File: src/rtl/chan_cmp_pkg.sv
package chan_cmp_pkg;

    localparam int SYS_AW    = 40;  // system address width
    localparam int CH_AW     = 37;  // channel address width
    localparam int PAGE_LSB  = 16;  // offset granularity (64 KB)
    localparam int LINE_LSB  = 6;   // cache line offset width
    localparam int SQZ_TOP   = 8;   // first (highest) removable bit
    localparam int SQZ_N     = 3;   // number of removal stages

    typedef enum logic {
        ST_IDLE = 1'b0,
        ST_DIV  = 1'b1
    } cc_state_e;

    typedef struct packed {
        logic sq8;
        logic sq7;
        logic sq6;
        logic by3;
    } cc_ctrl_t;

    // Stage k removes bit SQZ_TOP-k, so index 0 must be the bit-8 enable.
    function automatic logic [SQZ_N-1:0] squeeze_order(cc_ctrl_t c);
        return {c.sq6, c.sq7, c.sq8};
    endfunction

endpackage

File: src/rtl/chan_cmp_squeeze.sv
module chan_cmp_squeeze #(
    parameter int AW   = chan_cmp_pkg::SYS_AW,
    parameter int CW   = chan_cmp_pkg::CH_AW,
    parameter int PG   = chan_cmp_pkg::PAGE_LSB,
    parameter int LN   = chan_cmp_pkg::LINE_LSB,
    parameter int TOPB = chan_cmp_pkg::SQZ_TOP,
    parameter int NRM  = chan_cmp_pkg::SQZ_N
) (
    input  logic [AW-1:0]    addr,
    input  logic [AW-PG-1:0] ofs,
    input  logic [NRM-1:0]   rm_en,
    output logic [CW-1:0]    caddr
);
    localparam int HW = AW - PG;
    localparam logic [AW-1:0] LOW_CLR = {{(AW-LN){1'b1}}, {LN{1'b0}}};

    logic [HW-1:0] hi_sum;
    logic [AW-1:0] stg [NRM+1];

    // page part moved by the signed offset, wrapping modulo 2^HW
    assign hi_sum = addr[AW-1:PG] + ofs;
    assign stg[0] = {hi_sum, addr[PG-1:0]} & LOW_CLR;

    generate
        for (genvar k = 0; k < NRM; k++) begin : g_rm
            localparam int BIT = TOPB - k;
            assign stg[k+1] = rm_en[k]
                ? {1'b0, stg[k][AW-1:BIT+1], stg[k][BIT-1:0]}
                : stg[k];
        end
    endgenerate

    assign caddr = CW'(stg[NRM]);

endmodule

File: src/rtl/chan_cmp_div3.sv
module chan_cmp_div3 #(
    parameter int DW = chan_cmp_pkg::CH_AW - chan_cmp_pkg::LINE_LSB
) (
    input  logic          clk,
    input  logic          rst,
    input  logic          go,
    input  logic [DW-1:0] dvd,
    output logic          last,
    output logic [DW-1:0] quo_nxt
);
    localparam int CNT_W = (DW > 1) ? $clog2(DW) : 1;

    logic [1:0]       rem_q;
    logic [DW-1:0]    wrk_q;   // dividend shifts out at top, quotient in at bottom
    logic [CNT_W-1:0] cnt_q;
    logic             run_q;
    logic [2:0]       trial;
    logic             ge;
    logic [1:0]       rem_nxt;

    assign trial   = {rem_q, wrk_q[DW-1]};
    assign ge      = trial >= 3'd3;
    assign rem_nxt = ge ? 2'(trial - 3'd3) : trial[1:0];
    assign quo_nxt = {wrk_q[DW-2:0], ge};
    assign last    = run_q && (cnt_q == CNT_W'(DW - 1));

    always_ff @(posedge clk) begin
        if (rst) begin
            rem_q <= '0;
            wrk_q <= '0;
            cnt_q <= '0;
            run_q <= 1'b0;
        end else if (go) begin
            rem_q <= '0;
            wrk_q <= dvd;
            cnt_q <= '0;
            run_q <= 1'b1;
        end else if (run_q) begin
            rem_q <= rem_nxt;
            wrk_q <= quo_nxt;
            cnt_q <= cnt_q + 1'b1;
            if (last) run_q <= 1'b0;
        end
    end

endmodule

File: src/rtl/chan_cmp_unit.sv
module chan_cmp_unit
    import chan_cmp_pkg::*;
#(
    parameter int AW = SYS_AW,
    parameter int CW = CH_AW,
    parameter int PG = PAGE_LSB,
    parameter int LN = LINE_LSB
) (
    input  logic             clk,
    input  logic             rst,
    input  logic             start,
    input  logic [AW-1:0]    addr,
    input  logic [AW-PG-1:0] ofs,
    input  logic             sq8,
    input  logic             sq7,
    input  logic             sq6,
    input  logic             by3,
    output logic             busy,
    output logic             done,
    output logic [CW-1:0]    caddr
);
    localparam int QW = CW - LN;

    cc_ctrl_t  ctl;
    cc_state_e st_q;
    logic [CW-1:0] sq_val;
    logic [LN-1:0] low_q;
    logic [QW-1:0] quo_nxt;
    logic          accept;
    logic          go;
    logic          last;
    logic          done_q;
    logic [CW-1:0] caddr_q;

    assign ctl    = '{sq8: sq8, sq7: sq7, sq6: sq6, by3: by3};
    assign accept = start && (st_q == ST_IDLE);
    assign go     = accept && ctl.by3;

    chan_cmp_squeeze #(
        .AW(AW), .CW(CW), .PG(PG), .LN(LN), .TOPB(SQZ_TOP), .NRM(SQZ_N)
    ) i_sqz (
        .addr  (addr),
        .ofs   (ofs),
        .rm_en (squeeze_order(ctl)),
        .caddr (sq_val)
    );

    chan_cmp_div3 #(.DW(QW)) i_div (
        .clk     (clk),
        .rst     (rst),
        .go      (go),
        .dvd     (sq_val[CW-1:LN]),
        .last    (last),
        .quo_nxt (quo_nxt)
    );

    always_ff @(posedge clk) begin
        if (rst) begin
            st_q    <= ST_IDLE;
            done_q  <= 1'b0;
            caddr_q <= '0;
            low_q   <= '0;
        end else begin
            done_q <= 1'b0;
            if (accept) begin
                if (ctl.by3) begin
                    st_q  <= ST_DIV;
                    low_q <= sq_val[LN-1:0];
                end else begin
                    caddr_q <= sq_val;
                    done_q  <= 1'b1;
                end
            end else if (st_q == ST_DIV && last) begin
                caddr_q <= {quo_nxt, low_q};
                done_q  <= 1'b1;
                st_q    <= ST_IDLE;
            end
        end
    end

    assign busy  = (st_q == ST_DIV);
    assign done  = done_q;
    assign caddr = caddr_q;

endmodule

File: config.mk
export PLATFORM = sky130hd
export DESIGN_NAME = chan_cmp_unit
export DESIGN_NICKNAME = d
export VERILOG_FILES = /design/src/rtl/chan_cmp_pkg.sv /design/src/rtl/chan_cmp_squeeze.sv /design/src/rtl/chan_cmp_div3.sv /design/src/rtl/chan_cmp_unit.sv
export SDC_FILE = /design/constraint.sdc
export NUM_CORES = 1
export LEC_CHECK = 0
export ABC_AREA = 0
export BUFFER_PORTS_ARGS = -buffer_cell sky130_fd_sc_hd__buf_2
export CAP_MARGIN = 20
export CORE_MARGIN = 4
export CORE_UTILIZATION = 41
export DETAILED_ROUTE_END_ITERATION = 7
export MAX_ROUTING_LAYER = met4
export SLEW_MARGIN = 20
export SYNTH_ARGS = -nofsm -noshare
export SYNTH_HDL_FRONTEND = slang
export SYNTH_SLANG_ARGS = --single-unit
export TNS_END_PERCENT = 30
File: constraint.sdc
create_clock -name clk -period 3.5 [get_ports clk]
set_input_delay 0.35 -clock clk [delete_from_list [all_inputs] [get_ports clk]]
set_output_delay 0.35 -clock clk [all_outputs]
set_load 0.01 [all_outputs]
# --- After elaboration in Yosys (flattened, before gate mapping) ---
# Cells that the tools add are included.
classes:
  n_addsub: 3
  n_mul: 0
  div: 0
  n_lt_le_gt_ge: 1
  eq_ne: 3
  shifts: 0
  mux: 18
  n_bitwise: 1
  reduce_logical: 10
ops:
  columns: ["op", "count"]
  rows:
  - ["2-to-1 mux 37 bit", 4]
  - ["2-to-1 mux 31 bit", 2]
  - ["2-to-1 mux 39 bit", 1]
  - ["2-to-1 mux 38 bit", 1]
  - ["adder 24 bit", 1]
  - ["2-to-1 mux 1 bit", 9]
  - ["AND reduction 2 bit", 3]
  - ["adder 5 x 1 -> 5 bit (second input constant)", 1]
  - ["== test 5 bit (second input constant)", 1]
  - ["logical AND 1 bit", 4]
  - ["inequality test 2 bit (second input constant)", 2]
  - ["nonzero test 2 bit", 2]
  - [">= comparator 3 x 2 -> 1 bit (second input constant)", 1]
  - ["2-to-1 mux 2 bit", 1]
  - ["OR reduction 2 bit", 1]
  - ["subtractor 2 bit (second input constant)", 1]
  - ["inverter 1 bit", 1]
totals:
  ff_bits: 84
  latch_bits: 0
  ramBits: 0
  mem_bits_ro: 0
  input_bits: 71
  out_inout_bits: 39
  word_cells: 44
  mem_count: 0

# --- Longest topological paths before layout ---
logic_depth:
  word_depth: 6
  ltp_mapped: 12
  depth_no_buf: 12

# --- Cells and area by module ---
# A second synthesis with hierarchy kept.
hier_totals:
  cells_unflattened: 747
  hier_area_um2: 6751.5
modules_own_cells:
  columns: ["mod", "instances", "cells_per_inst", "area_each_um2", "seq_area_each_um2"]
  rows:
  - ["chan_cmp_squeeze", 1, 337, 2483.6, 0.0]
  - ["chan_cmp_unit", 1, 199, 2168.3, 900.9]
  - ["chan_cmp_div3", 1, 211, 2099.5, 780.7]

# --- Least setup slack after synthesis ---
# No wires, ideal clock.
synth_timing:
  path_kind: "input to register"
  from: "input port addr[16]"
  to: "register caddr_q[35] (netlist: caddr[35])"
  setup_ps: 125
  arrival_time_ps: 2728
  t_required_ps: 3375
  setup_slack_ps: 647
  stages: 12
  path_buffers: 0
  path_cell_list: "ha_1 inv_1 fa_1 nand2b_1 a21o_1 a211o_2 a211oi_4 o21ai_2 a32oi_2 nor2_2 a2111oi_2 o21ai_1"
synth_between:
  elab_chain_len: 6
synth_lines:
  columns: ["item", "line", "text"]
  rows:
  - ["start, declared", "chan_cmp_unit.sv:12", "input logic [AW-1:0] addr,"]
  - ["adder 24 bit", "chan_cmp_squeeze.sv:21", "assign hi_sum = addr[AW-1:PG] + ofs;"]
  - ["2-to-1 mux 39 bit", "chan_cmp_squeeze.sv:28", "? {1'b0, stg[k][AW-1:BIT+1], stg[k][BIT-1:0]}"]
  - ["2-to-1 mux 38 bit", "chan_cmp_squeeze.sv:28", null]
  - ["2-to-1 mux 37 bit", "chan_cmp_squeeze.sv:28", null]
  - ["2-to-1 mux 37 bit", "chan_cmp_unit.sv:66", "if (ctl.by3) begin"]
  - ["2-to-1 mux 37 bit", "chan_cmp_unit.sv:65", "if (accept) begin"]
  - ["end signal, assigned", "chan_cmp_unit.sv:70", "caddr_q <= sq_val;"]
  - ["end signal, assigned", "chan_cmp_unit.sv:74", "caddr_q <= {quo_nxt, low_q};"]
  - ["end, declared", "chan_cmp_unit.sv:33", "logic [CW-1:0] caddr_q;"]
# No other way between the ends. The select of a mux whose other input is x is not followed.
# A chain may end at the register's enable or synchronous reset.

# --- Worst setup path in the final report ---
layout_timing:
  from: "input port addr[16]"
  to: "register i_div.wrk_q[22]"
layout_between:
  elab_chain_len: 5
layout_lines:
  columns: ["item", "line", "text"]
  rows:
  - ["adder 24 bit", "chan_cmp_squeeze.sv:21", null]
  - ["2-to-1 mux 39 bit", "chan_cmp_squeeze.sv:28", null]
  - ["2-to-1 mux 38 bit", "chan_cmp_squeeze.sv:28", null]
  - ["2-to-1 mux 37 bit", "chan_cmp_squeeze.sv:28", null]
  - ["2-to-1 mux 31 bit", "chan_cmp_div3.sv:33", "end else if (go) begin"]
  - ["end signal, assigned", "chan_cmp_div3.sv:35", "wrk_q <= dvd;"]
  - ["end signal, assigned", "chan_cmp_div3.sv:40", "wrk_q <= quo_nxt;"]
  - ["end, declared", "chan_cmp_div3.sv:14", "logic [DW-1:0] wrk_q;"]
# No other way between the ends.

==> metrics.yaml <==
clock_network:
  clock_latency_ns: 0.34
  cts_sinks: 72
  clk_pin_slew_ns: 0.06
  htree_levels: 3
  clockRootBuffer: "clkbuf_16"
  cts_buffers: 9
  postCtsResizedCells: 0
  cts_hold_buf: 0
  cts_tree: "done"
  clock_path_buffers: 2
  cts_setup_buffers: 0
yosys:
  synth.largest_area_cell: "dfxtp_1"
  async_flop_share_pct: 0
  synthCells: 723
  synth_seq_cells: 72
  synth-edff-count: 0
  ys_types: 74
  yosysTopAreaCellShare_pct: 24.6
  synth.area.top_cells: "dfxtp_1, mux2i_1, a211oi_1, a21oi_1, mux2_2"
  ys_seq_area_share_pct: 24.6
  synth_flop_cell: "dfxtp_1"
  yosysWarnings: 0
  netlist_area_um2: 5850
  avgSynthCellArea_um2: 8.10
floorplan:
  start_util_pct: 42.0
  die_width_um: 127
  core-area_um2: 13900
  rows: 43
  die_h_um: 127
  io_pins: 110
  die_area_um2: 16300
power_and_ir_drop:
  p_seq_share_pct: 33.2
  sw_frac_of_total_pct: 32.6
  p_leak_nw: 2.84
  p_comb_share_pct: 31.0
  p_int_w: 0.00186
  netSwitchingPower_w: 0.000901
  ir_worst_vdd_mv: 0.168
  p_clk_share_pct: 35.8
  pwr_density_cell_nw_per_um2: 416
global_route:
  grt_overflow: 0
  grt_util_all_layers_pct: 18.7
  grt_start_max_net_pins: 53
  grt_pass1_vias: 5095
  antenna_found_initial: 0
  grt_pass1_wl_mm: 24.8
route:
  drtPass1Iterations: 5
  drt-total-wl_mm: 15.3
  wl_per_cell_um: 15.8
  drt_iter0_drc: 333
  vias_per_cell: 5.68
  vias: 5521
  drt_drc_violations_left: 0
  drtAntennaViolNets: 0
sta:
  drv_slew: 0
  finClkSkew_ns: 0.00733
  whs_ns: 0.455
  hold_viol_final: 0
  fin_crit_sh_pct: 83.3
  setup_violations: 0
  slew_headroom_pct: 40.6
  rsz0062_at_grt: "no"
  min_period_ns: 2.91
  timing.fmax_mhz: 343
  fin_ws_ns: 0.586
  worst_pin_slew_ns: 0.891
  final.setup.tns_ns: 0
critical_path:
  crit_fanout: 6
  reg2reg_setup_slack_ns: 1.13
  required_ns: 3.71
  crit_start: "addr[16]"
  timing.rr.end: "caddr[16]"
  r2r_cells: 10
  critPathKind: "input port to flip-flop"
  cp-start-kind: "input port"
  cp_data_arrival_time_ns: 3.13
  end_kind: "flip-flop"
  reg2reg_from: "i_div.cnt_q[0]"
cells_and_area:
  final_cell_mix: "buf_2, nor2_1, dfxtp_1"
  nets: 885
  layout_commonest_cell: "buf_2"
  regArea_um2: 1440
  drive_above_1_share_pct: 23.1
  area_growth_pct: 13.4
  multi_input_area_um2: 4020
  nFillCells: 1369
  diodes: 0
place:
  gp_congestion: 0.850
  pre_cts_ws_ns: 0.275
  dp_hpwl_mm: 11.6
  numPortBuffers: 97
worst_hold_path:
  hold_depth: 2
  holdPathEnd: "caddr[17]"
  min_path_type: "flip-flop to flip-flop"
  hold_path_startpoint: "caddr[17]"
flow_run:
  maxCapViolations: 0
outcome:
  status: "complete, no violations"
-- sequential cells by signal, summed over array words and instances (netlist names) --
signal,cells
caddr,31
i_div.wrk_q,31
i_div.cnt_q,5
i_div.rem_q,2
busy,1
done,1
i_div.run_q,1
-- power by group through the flow --
stage                     Sequential (W)  Clock, W  Combinational (W)
final                           0.000916  0.000989           0.000857
after detailed placement        0.000933         0           0.000849
after global routing            0.000924   0.00104           0.000955
after floorplan                 0.000929         0           0.000649
after global placement          0.000931         0           0.000834
after CTS                       0.000916   0.00100           0.000854
-- metrics by stage --
stage	instance area (um^2)	util (%)	power, W	instances
finish	6640	47.6	0.00276	972
global route	6640	47.6	0.00292	972
CTS	6640	47.6	0.00277	972
detailed placement	6320	45.3	0.00178	956
global placement	6320	45.3	0.00176	956
floorplan	5870	-	0.00158	728
-- worst max path at each step --
stage / endpoint
2_1_floorplan: caddr[35]
3_3_place_gp: i_div.wrk_q[22]
3_5_place_dp: i_div.wrk_q[22]
4_1_cts: i_div.wrk_q[22]
5_1_grt: caddr[35]
6_report: i_div.wrk_q[22]
-- cells in the mapped netlist (9+ instances only) --
library cell   n
dfxtp_1       72
nor2_1        72
a21oi_1       68
a211oi_1      50
o21ai_0       45
mux2i_1       43
nand2_1       41
clkbuf_1      34
mux2_2        30
ha_1          26
nor2b_1       16
a31oi_1       15
and4_1        14
nand3_1       14
xor2_1        14
a21o_1        12
buf_4         10
nor3_1        10
clkbuf_8       9
xnor2_1        9
-- layout make-up --
type,count,share of cell area [%]
clock buffers,10,3.60
repair buffers,110,8.78
multi-input cells,583,60.6
well taps,180,3.39
inverters,11,0.641
flip-flops and latches,72,21.7
clock inverters,6,1.24
-- layer usage --
metal	vias to the layer above	track usage, %	routed length (um)
met5	-	-	0
met4	0	4.54	152
met3	10	2.01	693
met2	137	29.2	6970
met1	2570	26.1	7520
li1	2804	-	-
-- cell families after synthesis --
logic type	share of synthesized area, %
AND/OR/NAND/NOR	17.6
XOR/XNOR	3.44
adder cells (fa/ha/maj)	5.90
flip-flops	24.6
buffers and inverters	7.20
AO/OA/AOI/OAI	28.1
other	0.0641
multiplexers	13.1
-- critical path: stages --
cell and delay, ns:
buf_2 0.08, ha_1 0.18, inv_1 0.06, fa_1 0.38, nand2b_1 0.17, a21o_1 0.23
a211o_2 0.39, nand3_1 0.15, xor2_1 0.10, mux2_2 0.28, mux2_2 0.28, a22oi_1 0.36
a21oi_1 0.12
No activity file was read; power rests on OpenSTA's default activity.
